--- config.mk ---
export PLATFORM = sky130hd
export DESIGN_NAME = reset_sequencer
export DESIGN_NICKNAME = d
export VERILOG_FILES = /design/src/rtl/reset_sequencer.sv
export SDC_FILE = /design/constraint.sdc
export NUM_CORES = 1
export LEC_CHECK = 0
export ABC_AREA = 1
export CAP_MARGIN = 0
export CORE_AREA = 4 4 63 65
export DETAILED_ROUTE_END_ITERATION = 10
export DIE_AREA = 0 0 67 69
export DONT_BUFFER_PORTS = 1
export PLACE_DENSITY = 0.69
export SETUP_SLACK_MARGIN = 0.5
export SLEW_MARGIN = 40
export SYNTH_ARGS = -nofsm -noshare
export SYNTH_HDL_FRONTEND = slang
export SYNTH_SLANG_ARGS = --single-unit
--- constraint.sdc ---
create_clock -name clk -period 1.79 [get_ports clk]
set_input_delay 0.0895 -clock clk [delete_from_list [all_inputs] [get_ports clk]]
set_output_delay 0.0895 -clock clk [all_outputs]
set_load 0.005 [all_outputs]
--- src/rtl/reset_sequencer.sv ---
module reset_sequencer #(
  parameter int DELAY_CYC   = 64,
  parameter int SST_CYC     = 1024,
  parameter int LV_QUAL_CYC = 256
) (
  input  logic clk,
  input  logic por_n,
  input  logic pin_raw_n,
  input  logic pin_mode_rst,
  input  logic lv_sense,
  input  logic lv_en,
  input  logic wdt_tmo,
  input  logic pwr_down,
  input  logic wdt_clr,
  output logic full_rst_n,
  output logic partial_rst,
  output logic tmo_flag
);
  localparam int SEQ_MAX = (DELAY_CYC > SST_CYC) ? DELAY_CYC : SST_CYC;
  localparam int CW = $clog2(SEQ_MAX + 1);
  localparam int LW = $clog2(LV_QUAL_CYC + 1);

  typedef enum logic [1:0] {S_IDLE, S_DELAY, S_SST, S_PDSST} st_t;

  st_t st;
  logic [CW-1:0] cnt;
  logic [LW-1:0] lv_cnt;
  logic pin_s1, pin_s2;

  wire pin_hit  = pin_mode_rst & ~pin_s2;
  wire lv_full  = (lv_cnt == LW'(LV_QUAL_CYC));
  wire lv_hit   = lv_en & lv_sense & lv_full;
  wire wdt_full = wdt_tmo & ~pwr_down;
  wire wdt_part = wdt_tmo & pwr_down;
  wire full_hit = pin_hit | lv_hit | wdt_full;
  wire part_go  = wdt_part & ~full_hit & (st == S_IDLE || st == S_PDSST);
  wire seq_last = (st == S_DELAY) ? (cnt == CW'(DELAY_CYC - 1))
                                  : (cnt == CW'(SST_CYC - 1));

  always_ff @(posedge clk or negedge por_n)
    if (!por_n) begin
      pin_s1 <= 1'b1;
      pin_s2 <= 1'b1;
    end else begin
      pin_s1 <= pin_raw_n;
      pin_s2 <= pin_s1;
    end

  always_ff @(posedge clk or negedge por_n)
    if (!por_n)
      lv_cnt <= '0;
    else if (lv_en & lv_sense) begin
      if (!lv_full) lv_cnt <= lv_cnt + 1'b1;
    end else
      lv_cnt <= '0;

  always_ff @(posedge clk or negedge por_n)
    if (!por_n) begin
      st          <= S_DELAY;
      cnt         <= '0;
      full_rst_n  <= 1'b0;
      partial_rst <= 1'b0;
    end else begin
      partial_rst <= 1'b0;
      if (full_hit) begin
        st         <= S_DELAY;
        cnt        <= '0;
        full_rst_n <= 1'b0;
      end else if (part_go) begin
        st  <= S_PDSST;
        cnt <= '0;
      end else begin
        case (st)
          S_DELAY:
            if (seq_last) begin
              st  <= S_SST;
              cnt <= '0;
            end else cnt <= cnt + 1'b1;
          S_SST:
            if (seq_last) begin
              st         <= S_IDLE;
              cnt        <= '0;
              full_rst_n <= 1'b1;
            end else cnt <= cnt + 1'b1;
          S_PDSST:
            if (seq_last) begin
              st          <= S_IDLE;
              cnt         <= '0;
              partial_rst <= 1'b1;
            end else cnt <= cnt + 1'b1;
          default: cnt <= '0;
        endcase
      end
    end

  always_ff @(posedge clk or negedge por_n)
    if (!por_n)                tmo_flag <= 1'b0;
    else if (pin_hit | lv_hit) tmo_flag <= 1'b0;
    else if (wdt_tmo)          tmo_flag <= 1'b1;
    else if (wdt_clr)          tmo_flag <= 1'b0;

  assert_pulse_single_R7: assert property (@(posedge clk) disable iff (!por_n)
    partial_rst |=> !partial_rst);

  assert_pd_keeps_full_R7: assert property (@(posedge clk) disable iff (!por_n)
    (wdt_part && !full_hit && full_rst_n && st == S_IDLE) |=> full_rst_n);

  assert_no_partial_in_full_R9: assert property (@(posedge clk) disable iff (!por_n)
    partial_rst |-> full_rst_n);

  assert_wdt_full_R6: assert property (@(posedge clk) disable iff (!por_n)
    (wdt_full && !pin_hit && !lv_hit) |=> (!full_rst_n && tmo_flag));

  assert_src_clears_flag_R8: assert property (@(posedge clk) disable iff (!por_n)
    (pin_hit || lv_hit) |=> !tmo_flag);

  assert_release_clean_R5: assert property (@(posedge clk) disable iff (!por_n)
    $rose(full_rst_n) |-> !$past(full_hit));
endmodule

==> results of run 1 <==
[power by group]
part / leakage, nW / total (mW) / internal, mW / switching, mW
sequential: 0.358 / 0.749 / 0.680 / 0.0694
clock: 0.0177 / 0.269 / 0.0838 / 0.185
combinational: 0.488 / 0.794 / 0.367 / 0.427
total: 0.863 / 1.81 / 1.13 / 0.681
[synth_stat cells]
cell,n,area (sq um)
sky130_fd_sc_hd__nand2_1,32,120
sky130_fd_sc_hd__dfrtp_1,24,601
sky130_fd_sc_hd__inv_1,20,75.1
sky130_fd_sc_hd__nor2_1,15,56.3
sky130_fd_sc_hd__nand3_1,10,50.1
sky130_fd_sc_hd__nor3_2,10,100
sky130_fd_sc_hd__xor2_1,9,78.8
sky130_fd_sc_hd__a21oi_1,7,35.0
sky130_fd_sc_hd__ha_1,7,87.6
sky130_fd_sc_hd__o21ai_0,5,25.0
sky130_fd_sc_hd__inv_2,4,15.0
sky130_fd_sc_hd__dfstp_2,3,78.8
sky130_fd_sc_hd__nor3_1,3,15.0
sky130_fd_sc_hd__buf_6,2,22.5
sky130_fd_sc_hd__nand2_2,2,12.5
sky130_fd_sc_hd__nand3_4,2,35.0
sky130_fd_sc_hd__nor2_2,2,12.5
sky130_fd_sc_hd__a211oi_1,1,7.51
sky130_fd_sc_hd__a31oi_1,1,6.26
sky130_fd_sc_hd__and3_1,1,6.26
sky130_fd_sc_hd__nand3_2,1,10.0
sky130_fd_sc_hd__nand3b_1,1,7.51
sky130_fd_sc_hd__nand4_1,1,6.26
sky130_fd_sc_hd__nor3b_1,1,7.51
sky130_fd_sc_hd__nor4_1,1,6.26
sky130_fd_sc_hd__or2_2,1,6.26
sky130_fd_sc_hd__or2_4,1,8.76
sky130_fd_sc_hd__xnor2_1,1,8.76
[placed cells by master, fill, tap and decap left out, types with 2 or more instances in the layout]
cell / n
sky130_fd_sc_hd__dfrtp_2: 2
sky130_fd_sc_hd__a21oi_1: 7
sky130_fd_sc_hd__nand3_1: 9
sky130_fd_sc_hd__nor3_4: 2
sky130_fd_sc_hd__nor3_1: 2
sky130_fd_sc_hd__buf_4: 11
sky130_fd_sc_hd__nand2_4: 2
sky130_fd_sc_hd__clkbuf_4: 3
sky130_fd_sc_hd__nand3_4: 3
sky130_fd_sc_hd__inv_1: 12
sky130_fd_sc_hd__nor2_1: 12
sky130_fd_sc_hd__nor2_4: 3
sky130_fd_sc_hd__nor3_2: 9
sky130_fd_sc_hd__nand2_2: 9
sky130_fd_sc_hd__nor2_2: 2
sky130_fd_sc_hd__or2_4: 3
sky130_fd_sc_hd__dfstp_2: 3
sky130_fd_sc_hd__dlygate4sd3_1: 5
sky130_fd_sc_hd__xor2_1: 9
sky130_fd_sc_hd__ha_4: 6
sky130_fd_sc_hd__dfrtp_1: 22
sky130_fd_sc_hd__o21ai_0: 5
sky130_fd_sc_hd__inv_2: 12
sky130_fd_sc_hd__nand2_1: 22
sky130_fd_sc_hd__buf_6: 2
[layer usage]
| metal | GRT usage | up-vias | part of all wire |
|---|---|---|---|
| met2 | 0.233 | 31 | 0.52 |
| met3 | 0.0260 | 11 | 0.041 |
| met5 | 0 | - | 0 |
| met1 | 0.176 | 587 | 0.42 |
| met4 | 0.0563 | 0 | 0.025 |
| li1 | - | 581 | - |
[registers in the layout, summed over array words and instances (netlist names)]
signal       count
tmo_flag         1
st               2
pin_s1           1
full_rst_n       1
cnt             11
partial_rst      1
lv_cnt           9
pin_s2           1
[cells by family (layout without fill, tap and decap cells)]
kind of cell / Yosys count / in the layout
compound gates: 14 / 14
xor+xnor: 10 / 10
fa+ha+maj: 7 / 7
buf+inv: 26 / 47
flops: 27 / 27
simple gates: 84 / 85
[per-stage QoR]
stage | worst slack (ns) | instances | power (mW) | util
3_5_place_dp | 0.155 | 212 | 1.19 | 0.471
6_report | 0.187 | 236 | 1.81 | 0.584
5_1_grt | 0.0940 | 236 | 1.93 | 0.584
4_1_cts | 0.220 | 229 | 1.63 | 0.538
3_3_place_gp | 0.200 | 212 | 1.16 | 0.471
2_1_floorplan | 0.356 | 168 | 1.13 | -
[repair_timing]
action | CTS | global route
pin swaps | 5 | 7
setup buffers | 6 | 7
cloned | 1 | 0
endpoints found under the setup margin | 20 | 23
resized for setup | 20 | 24
endpoints found under the hold margin | 30 | 0
hold buffers | 6 | 0
[worst paths after layout]
check,end,start,cells after the start
max in group asynchronous,st[0],por_n,2
max,st[1],st[0],10
min reg2reg,pin_s2,pin_s1,0
min in group asynchronous,lv_cnt[8],por_n,2
max reg2reg,st[1],st[0],10
min,full_rst_n,wdt_tmo,3
[final cells by class]
class                      instances  area share
multi-input combinational        116       0.470
sequential                        27       0.350
timing repair buffer              19      0.0899
inverter                          24      0.0462
tap                               46      0.0295
clock buffer                       3      0.0116
clock inverter                     1     0.00257
[critical path, stage by stage (launching register included)]
cell and delay (ns):
sky130_fd_sc_hd__dfstp_2 0.60, sky130_fd_sc_hd__inv_2 0.07, sky130_fd_sc_hd__ha_4 0.22, sky130_fd_sc_hd__nor2_4 0.11, sky130_fd_sc_hd__nand3_4 0.13, sky130_fd_sc_hd__nand2_2 0.12, sky130_fd_sc_hd__inv_2 0.04, sky130_fd_sc_hd__nand2_2 0.05
sky130_fd_sc_hd__nand2_2 0.05, sky130_fd_sc_hd__nand2_1 0.06, sky130_fd_sc_hd__nand2_1 0.06
==> flow_results.org, run 1 <==
** Run status
- The run finished with clean final reports.

** Floorplanning
- The initial utilization of the core area, before any placement, comes to 0.450.
- IO Pins :: 12
- The core region is roughly 3300 sq um.
- Std cell rows :: 21
- In this run the horizontal extent of the chip is roughly 67 um.
- Die outline area :: ~4600 sq um
- DIE HEIGHT :: 69 um

** Clock tree
- No sink is reached through more buffers than the 2 on the longest clock path.
- Inserted Clock Buffers :: 3
- CTS sink cnt :: 27
- TritonCTS built the clock tree.
- Clk_lat worst skew :: ~0.33 ns
- In this run the clock root is driven by a sky130_fd_sc_hd__clkbuf_4.
- In this run the number of H-tree levels came out at 1.
- Clock-pin slew was measured on the worst setup and hold paths at 0.15 ns.

** Finish
- Total area of multi-input combinational cells :: between 900 and 1000 sq um
- The filler cells instantiated in the layout total roughly 270.
- The final layout contains around 210 nets.
- Area growth from synthesis to layout :: 29.8%
- Register area :: 682 sq um
- Finished Cell Area :: roughly 1900 sq um
- Share of layout cells above drive strength 1 :: 0.411
- The number of antenna diodes in the final layout is 0.

** Logic synthesis
- Number of standard cells after synthesis :: approximately 170
- Post-synthesis instance area :: around 1500 sq um
- Syn_area_per_cell :: ~8.9 sq um
- Multiplexer area fraction after synthesis :: 0
- Adder and majority gate portion of the synthesized area :: 0.0583
- Synthesized Nets :: around 180
- Of the total synthesized cell area, the portion taken by XOR and XNOR cells is 0.0583.
- Complex-gate fraction of the synthesized area :: 0.0492
- Simple-Gate Fraction of Synth Area :: 0.307
- The synthesized netlist contains 28 unique library cells.
- Part of the Yosys area used for sequential elements :: 0.453
- Synthesis inferred 27 register bits.
- The Yosys step of the flow raised 0 warnings.
- Dominant combinational cell family by area after synthesis :: simple AND/OR/NAND/NOR gates

** Power and ir drop
- Power density over the cells :: around 930 nW/um^2
- VDD sags by at most about 0.9 mV.
- Leakage power :: 0.863 nW

** Placement
- Dpl hpwl :: roughly 2000 um
- Buffers on Ports :: 0
- Placed Instance Area :: approximately 1600 sq um
- Placer congestion estimate :: approximately 0.87

** STA
- Setup violations remaining at the end of the flow were counted as 0.
- Setup skew after layout :: approximately 0.0073 ns
- Time the worst path needs with I/O delays and setup :: around 1.6 ns
- The number of hold violations in the final report is 0.
- Setup total negative slack on the finished layout was measured at 0 ns.
- Hold slack :: between 0.02 and 0.03 ns
- Headroom to the max-slew limit came out at 0.739.
- Setup repair after global routing could not meet its margin everywhere.
- The total count of max-transition violations in the final report came to 0.
- Highest attainable clock frequency :: just over 600 MHz
- At the pin with the least slew margin, the transition time is ~0.39 ns.
- In the finished design, the share of the clock period the worst path needs comes to 0.896.

** GRT
- Entering global routing, the biggest net connects 28 pins.
- Across every metal layer, demand over resource in global routing totals 0.140.
- Antenna violations before repair :: 0
- The number of global-route vias before repair came to around 1.2k.
- Global-route wire length before repair :: approximately 5100 um
- Sum of overflow across all layers after global routing :: 0

** Route
- DR DRC count :: 0
- Before antenna repair, the detailed router went through 4 iterations.
- Initial DRC Count :: 44
- The detail route stage leaves a number of antenna-violating nets equal to 0.
- Detailed-route via count :: 1,210
- Routed length per instance :: ~14 um
- The final layout contains routed wiring with a total length of between 3000 and 4000 um.
- Using the TritonRoute via totals, the vias-per-cell ratio works out to a little over 5.

** Setup path
- The critical path is of the reg2reg type.
- STA classifies the critical path startpoint as a flop.
- STA classifies the critical path endpoint as a flop.
- At the worst endpoint, the arrival time is between 1.5 and 2 ns.
- Setup slack on the worst reg-to-reg path comes out at 0.19 ns.
- Data on the critical path is required at its endpoint by roughly 2.0 ns.
- Along the worst path, the maximum fanout reaches 3.

** Flow run
- Max cap viols :: 0

** Worst hold path
- Worst hold path class :: in2reg
Power figures use the tool's default switching activity.
==> run 2: changes to the inputs <==
- BUFFER_PORTS_ARGS: unset -> -buffer_cell sky130_fd_sc_hd__buf_2
- CORE_AREA: 4 4 63 65 -> 2 2 61 63
- DIE_AREA: 0 0 67 69 -> 0 0 63 65
- DONT_BUFFER_PORTS: 1 -> unset
- PLACE_DENSITY: 0.69 -> 0.64
==> run 2 against run 1 <==
Count of clock-buffer cells in the layout increased by 1. Sequential cell count unchanged. Critical path depth unchanged. Clock skew increased by 0.0016 ns. Non-clock buffer count increased by 23. Die area decreased by 11%. Critical path type unchanged. Largest power group unchanged. Highest routed layer unchanged.
==> flow_results.org, run 2 (synthesis gave the netlist of run 1 again) <==
** Finish
- The library cell used most frequently in the layout, excluding fill and tap cells, is sky130_fd_sc_hd__dfrtp_1.
- The register area came to 681 sq um (-0.18%).
- The flip-flop count of the largest register after layout came to 11 (unchanged).
- The cell area after layout came to 2130 sq um (+9.1%).
- Diode insertion count for antenna repair :: 0 (unchanged)
- The post-route core utilization is 0.608 (+0.0243).
- The non-filler instance count after layout is 262 (+11%).
- Relative to the synthesized area, the layout overhead comes to 41.7%.
- Commonest cells after routing, fill and taps aside :: 23 x sky130_fd_sc_hd__dfrtp_1, 22 x sky130_fd_sc_hd__nand2_1, 22 x sky130_fd_sc_hd__buf_4
- Register name with the most flops :: cnt
- Total area of multi-input combinational cells :: 952 sq um (+3.8%)
- Count of nets after finishing :: 231 (+12%)
- Share of layout cells above drive strength 1 :: 0.477 (+0.0661)
- Largest registers ranked by flip-flop count :: cnt (11), lv_cnt (9), st (2)
- The final-layout fill cell count was 303 (+11%).

** Floorplanning
- The width of the die is 63 um (-6.0%).
- Std cell rows :: 22 (+4.8%)
- The full die area came to 4100 sq um (-11%).
- The effective utilization at floorplan was 0.429 (-0.0205).
- The vertical extent of the die was 65 um (-5.8%).
- The core outline area is 3500 sq um (+4.8%).
- The total I/O pin count is 12 (unchanged).

** Route
- Detailed-route via count :: 1,277 (+5.5%)
- The antenna violation net count after detailed routing is 0 (unchanged).
- The mean routed wirelength per cell came to 13.2 um (-8.6%).
- Initial DRC Count :: 56 (+27%)
- The mean number of vias per cell is 4.87 (-4.9%).
- DR DRC count :: 0 (unchanged)
- The wire length after detailed routing came to 3450 um (+1.5%).
- The number of detailed-route iterations in the first pass was 4 (unchanged).

** Power and ir drop
- The combinational group share of total power came to 0.442 (+0.004).
- Worst vdd rail ir drop :: 0.514 mV (-41%)
- The internal power is 1.15 mW (+1.5%).
- Switching fraction of total power :: 0.365 (-0.0111)
- Proportion of power drawn by the clock network :: 0.149 (about the same)
- Total power :: 1.81 mW (-0.28%)
- Switch Pwr :: 0.659 mW (-3.2%)
- The power per standard cell area came to 850 nW/um^2 (-8.6%).
- The static leakage power came to 1.01 nW (+17%).
- Sequential share of power :: 0.409 (-0.004)

** GRT
- The sum of overflow across all layers after global routing was 0 (unchanged).
- Global-route wire length before repair :: 5440 um (+6.4%)
- Pin count of the biggest net entering global routing :: 28 (unchanged)
- Overall Global Routing Usage :: 0.168 (+0.0280)
- Antenna violations before repair :: 0 (unchanged)
- Number of global-route vias before repair :: 1,259 (+6.2%)

** STA
- Actual slew at the worst max-slew pin :: 0.619 ns (+0.231 ns)
- The setup slack of the critical path after layout came to 0.185 ns (-0.00222 ns).
- Hold slack :: 0.0271 ns (+0.000387 ns)
- The portion of the clock cycle consumed by the worst path in the final layout was 0.897 (+0.00124).
- The worst-case headroom to the max-slew limit was 0.587 (-0.152).
- Setup repair after global routing could not meet its margin everywhere.
- Final max-slew violation count :: 0 (unchanged)
- Final setup vio count :: 0 (unchanged)
- The number of hold violations in the final report is 0 (unchanged).
- Time the worst path needs with I/O delays and setup :: 1.61 ns (+0.00222 ns)
- Setup tns final :: 0 ns (unchanged)
- Highest attainable clock frequency :: 623 MHz (-0.14%)
- Setup skew after layout :: 0.00889 ns (+0.00163 ns)

** Clock tree
- CTS sink cnt :: 27 (unchanged)
- Clk_lat worst skew :: 0.33 ns (about the same)
- Root Buffer :: sky130_fd_sc_hd__clkbuf_4
- The number of H-tree branching levels came to 1 (unchanged).
- Reg clk slew, reported paths :: 0.15 ns (about the same)
- Buffer depth of the longest clock path :: 2 (unchanged)
- The TritonCTS buffer count came to 3 (unchanged).
- TritonCTS built the clock tree.

** Setup path
- Worst reg2reg path depth :: 10 (unchanged)
- Worst reg-to-reg setup slack :: 0.18 ns (about the same)
- The highest fanout seen on the critical path was 4 (+1).
- Startpoint-to-endpoint class of the critical path :: reg2reg
- Data arrival time of the critical path :: 1.84 ns (about the same)
- Crit Reg-Reg Endpoint :: st[1]
- The worst register-to-register path begins at st[0].
- The data required time at the worst endpoint was 2.03 ns (about the same).
- The worst setup path is launched from a flop.
- Nature of the critical path endpoint :: flop

** Placement
- The half-perimeter wire length after detailed placement came to 2030 um (+3.8%).
- Placed Instance Area :: 1630 sq um (+3.7%)
- Post-Place Worst Slack :: 0.117 ns (-0.0374 ns)
- The post-placement cell count is 225 (+6.1%).
- The port buffer count was 11 (+11).
- Placer congestion estimate :: 0.791 (-8.6%)

** Worst hold path
- The worst hold path terminates at tmo_flag.
- The tightest min-delay check is of the in2reg type.
- In this run the most critical hold path is launched from wdt_tmo.
- The number of cells on the worst hold path is 3 (unchanged).

** Run status
- The run finished with clean final reports.

** Flow run
- Max cap viols :: 0 (unchanged)
run 2: timing repair:
item	in CTS	in global routing
hold buffers	3	0
endpoints found under the hold margin	26	0
gates resized for setup	28	23
pin swaps	8	21
setup buffers	13	15
gates cloned	1	1
endpoints found under the setup margin	21	23
run 2: critical path, cell delays in order, from the launching register on:
cell	delay (ns)
sky130_fd_sc_hd__dfstp_2	0.61
sky130_fd_sc_hd__inv_2	0.07
sky130_fd_sc_hd__ha_4	0.22
sky130_fd_sc_hd__nor2_4	0.12
sky130_fd_sc_hd__nand3_4	0.12
sky130_fd_sc_hd__nand2_2	0.09
sky130_fd_sc_hd__inv_1	0.06
sky130_fd_sc_hd__nand2_1	0.07
sky130_fd_sc_hd__nand2_2	0.05
sky130_fd_sc_hd__nand2_1	0.05
sky130_fd_sc_hd__nand2_1	0.05
run 2: per-layer routing:
layer	global-route usage	up-vias	wire (um)
met4	0.0583	0	46
li1	-	632	-
met1	0.203	606	1370
met5	0	-	0
met2	0.299	33	1900
met3	0.0330	6	132
run 2: how the worst max path moves through the flow:
| stage | startpoint | end | slack [ns] |
|---|---|---|---|
| after floorplan | st[0] | st[1] | 0.36 |
| after global placement | lv_cnt[0] | cnt[1] | 0.18 |
| after detailed placement | lv_cnt[0] | cnt[1] | 0.12 |
| after CTS | st[0] | st[1] | 0.22 |
| after global routing | st[0] | st[1] | 0.13 |
| final | st[0] | st[1] | 0.18 |
run 2: power by group through the flow:
stage / combinational (mW) / sequential (mW) / clock (mW)
4_1_cts: 0.668 / 0.737 / 0.283
5_1_grt: 0.861 / 0.746 / 0.308
3_3_place_gp: 0.441 / 0.742 / 0
3_5_place_dp: 0.467 / 0.748 / 0
2_1_floorplan: 0.399 / 0.735 / 0
6_report: 0.799 / 0.739 / 0.269
run 2: cell type report:
class,instances,share of cell area
repair buffers,42,0.149
well taps,48,0.0282
multi-input cells,117,0.448
flip-flops and latches,27,0.320
clock buffers,4,0.0124
inverters,24,0.0424
==> run 3: changes to the inputs <==
- SETUP_SLACK_MARGIN: 0.5 -> unset
==> run 3 against run 2 <==
Setup slack got worse by 0.017 ns. Register-to-register slack got worse by 0.02 ns. Clock skew decreased by 0.0032 ns. Fmax decreased by 1.0%. Count of clock-buffer cells in the layout unchanged. Sequential power decreased by 2%. Largest cell class unchanged. Sequential share of layout area increased by 8.3 points. Critical path depth unchanged. Routed wire length decreased by 25%. Clock power about the same. First-iteration DRC count decreased by 48%. Combinational power decreased by 45%.
==> flow_results.org, run 3 (synthesis gave the netlist of run 1 again) <==
** Run status
- Status :: complete, no violations

** Clock tree
- The TritonCTS buffer count came to 3 (unchanged).
- TritonCTS built the clock tree.
- CTS sink cnt :: 27 (unchanged)
- The maximum buffer depth of the clock tree was 2 (unchanged).
- The post-CTS setup-driven buffer insertion count is 0 (-13).
- Clk_lat worst skew :: 0.32 ns (about the same)
- The clock-pin slew of the registers on the worst-case setup and hold paths was 0.15 ns (about the same).
- The number of H-tree branching levels came to 1 (unchanged).
- Root Buffer :: sky130_fd_sc_hd__clkbuf_4

** Floorplanning
- Core Box Area :: 3500 sq um (unchanged)
- The total I/O pin count came to 12 (unchanged).
- Starting utilization of the core area :: 0.429 (unchanged)
- DIE HEIGHT :: 65 um (unchanged)
- The width of the die was 63 um (unchanged).
- Die outline area :: 4100 sq um (unchanged)
- Std cell rows :: 22 (unchanged)

** Setup path
- Worst endpoint required time :: 2.06 ns (+0.03 ns)
- The worst register-to-register path ends at st[1].
- The worst setup path is launched from a flop.
- Data arrival time of the critical path :: 1.90 ns (+0.06 ns)
- The register-to-register setup slack was 0.17 ns (-0.02 ns).
- The worst register-to-register path begins at st[0].
- Nature of the critical path endpoint :: flop
- Worst reg2reg path depth :: 10 (unchanged)
- The highest fanout seen on the critical path was 4 (unchanged).
- Startpoint-to-endpoint class of the critical path :: reg2reg

** Finish
- Commonest cells after routing, fill and taps aside :: 31 x sky130_fd_sc_hd__nand2_1, 24 x sky130_fd_sc_hd__dfrtp_1, 20 x sky130_fd_sc_hd__inv_1
- Largest registers ranked by flip-flop count :: cnt (11), lv_cnt (9), st (2)
- Largest register FFs :: 11 (unchanged)
- Most common library cell in the layout ignoring fill and taps :: sky130_fd_sc_hd__nand2_1
- The final-layout fill cell count is 341 (+13%).
- More flip-flops sit in one register than any other, and that register is cnt.
- Post-Route Utilization :: 0.483 (-0.126)
- The antenna diode instance count was 0 (unchanged).
- Relative to the synthesized area, the layout overhead comes to 12.4%.
- Share of layout cells above drive strength 1 :: 0.237 (-0.240)
- The number of nets in the finished design was 203 (-12%).
- The cell area after layout came to 1690 sq um (-21%).

** Power and ir drop
- Leakage power :: 0.800 nW (-21%)
- The power per standard cell area is 848 nW/um^2 (-0.17%).
- The maximum resistive drop on vdd came to 0.717 mV (+40%).
- The total power came to 1.43 mW (-21%).

** Flow run
- Max cap viols :: 0 (unchanged)

** GRT
- The first-pass GRT wire length came to 4840 um (-11%).
- Antenna violations before repair :: 0 (unchanged)
- Overall Global Routing Usage :: 0.146 (-0.0219)
- Pin count of the biggest net entering global routing :: 28 (unchanged)
- The number of global-route vias before repair came to 1,157 (-8.1%).
- Sum of overflow across all layers after global routing :: 0 (unchanged)

** Worst hold path
- Worst hold path class :: in2reg
- The worst hold path begins at wdt_tmo.
- Worst Hold Depth :: 3 (unchanged)
- For hold timing, the worst endpoint is tmo_flag.

** Route
- Detailed-route via count :: 1,094 (-14%)
- DR vias/cell :: 4.68 (-4.1%)
- The violation count after the first detailed-route iteration came to 29 (-48%).
- The antenna violation net count after detailed routing came to 0 (unchanged).
- The residual DRC count was 0 (unchanged).
- The wire length after detailed routing is 2590 um (-25%).
- First-pass iteration count of the detailed router :: 4 (unchanged)
- The mean routed wirelength per cell was 11.1 um (-16%).

** STA
- Post-layout worst setup margin :: 0.168 ns (-0.0169 ns)
- The number of setup violations in the final report was 0 (unchanged).
- Actual slew at the worst max-slew pin :: 0.600 ns (-0.0190 ns)
- The clock period minus worst slack is 1.62 ns (+0.0169 ns).
- Highest attainable clock frequency :: 617 MHz (-1.0%)
- The final worst clock skew came to 0.00572 ns (-0.00318 ns).
- The number of hold violations in the final report was 0 (unchanged).
- The worst-case headroom to the max-slew limit was 0.600 (+0.0126).
- The total count of max-transition violations in the final report is 0 (unchanged).
- Share of the clock period used by the worst path :: 0.906 (+0.00943)

** Placement
- Placed Instance Area :: 1610 sq um (-0.92%)
- Dpl hpwl :: 1930 um (-5.0%)
- Buffers on Ports :: 11 (unchanged)
- The worst slack after detailed placement was 0.143 ns (+0.0257 ns).
- Placer congestion estimate :: 0.940 (+19%)
==> run 3: cell count changes in the layout (fill, tap and decap cells not counted), sizes merged <==
cell / before / now
buf: 39 / 12
dlygate4sd3: 3 / 4
nand2: 35 / 34
or2: 3 / 2
==> run 3: critical path, stage by stage, from the launching register on <==
cell                      delay, ns
sky130_fd_sc_hd__dfstp_2       0.58
sky130_fd_sc_hd__inv_1         0.07
sky130_fd_sc_hd__ha_2          0.19
sky130_fd_sc_hd__nor2_1        0.08
sky130_fd_sc_hd__inv_1         0.06
sky130_fd_sc_hd__or2_2         0.26
sky130_fd_sc_hd__nand2_1       0.07
sky130_fd_sc_hd__nand2_1       0.06
sky130_fd_sc_hd__nand2_1       0.09
sky130_fd_sc_hd__nand2_1       0.05
sky130_fd_sc_hd__nand2_1       0.05
==> run 3: worst max path at each step <==
stage,start,endpoint,slack (ns),cells after the start
global route,st[0],st[1],-0.008,10
detailed placement,st[0],st[1],0.14,10
floorplan,st[0],cnt[9],0.26,7
CTS,st[0],st[1],0.12,10
global placement,st[0],cnt[1],0.21,7
finish,st[0],st[1],0.17,10
==> run 3: area by class of cell <==
| cell class | instances | area [sq um] | share of cell area |
|---|---|---|---|
| well taps | 48 | 60.1 | 0.0356 |
| inverters | 24 | 90.1 | 0.0534 |
| multi-input cells | 115 | 717 | 0.425 |
| repair buffers | 16 | 115 | 0.0682 |
| clock buffers | 4 | 26.3 | 0.0156 |
| flip-flops and latches | 27 | 679 | 0.403 |
==> run 3: repair_timing <==
action,4_1_cts,5_1_grt
hold buffers,4,0
resized for setup,0,3
endpoints found under the setup margin,0,1
hold endpoints to repair,26,0
==> run 3: per-layer routing <==
layer,part of all wire,vias up,track usage
li1,-,570,-
met1,0.49,508,0.189
met2,0.48,14,0.255
met3,0.022,2,0.0191
met4,0.0077,0,0.0444
met5,0,-,0
==> run 3: power by group <==
group	internal, mW	switching, mW	leakage (nW)	total, mW
Clock	0.0871	0.179	0.0150	0.266
Combinational	0.186	0.256	0.425	0.442
Sequential	0.675	0.0478	0.360	0.723
Total	0.948	0.483	0.800	1.43
==> run 3: per-stage QoR <==
stage	TNS [ns]	cells	hold slack (ns)
2_1_floorplan	0	168	-0.206
3_3_place_gp	0	226	0.141
3_5_place_dp	0	226	0.149
4_1_cts	0	234	0.0391
5_1_grt	-0.00847	234	0.0543
6_report	0	234	0.0388
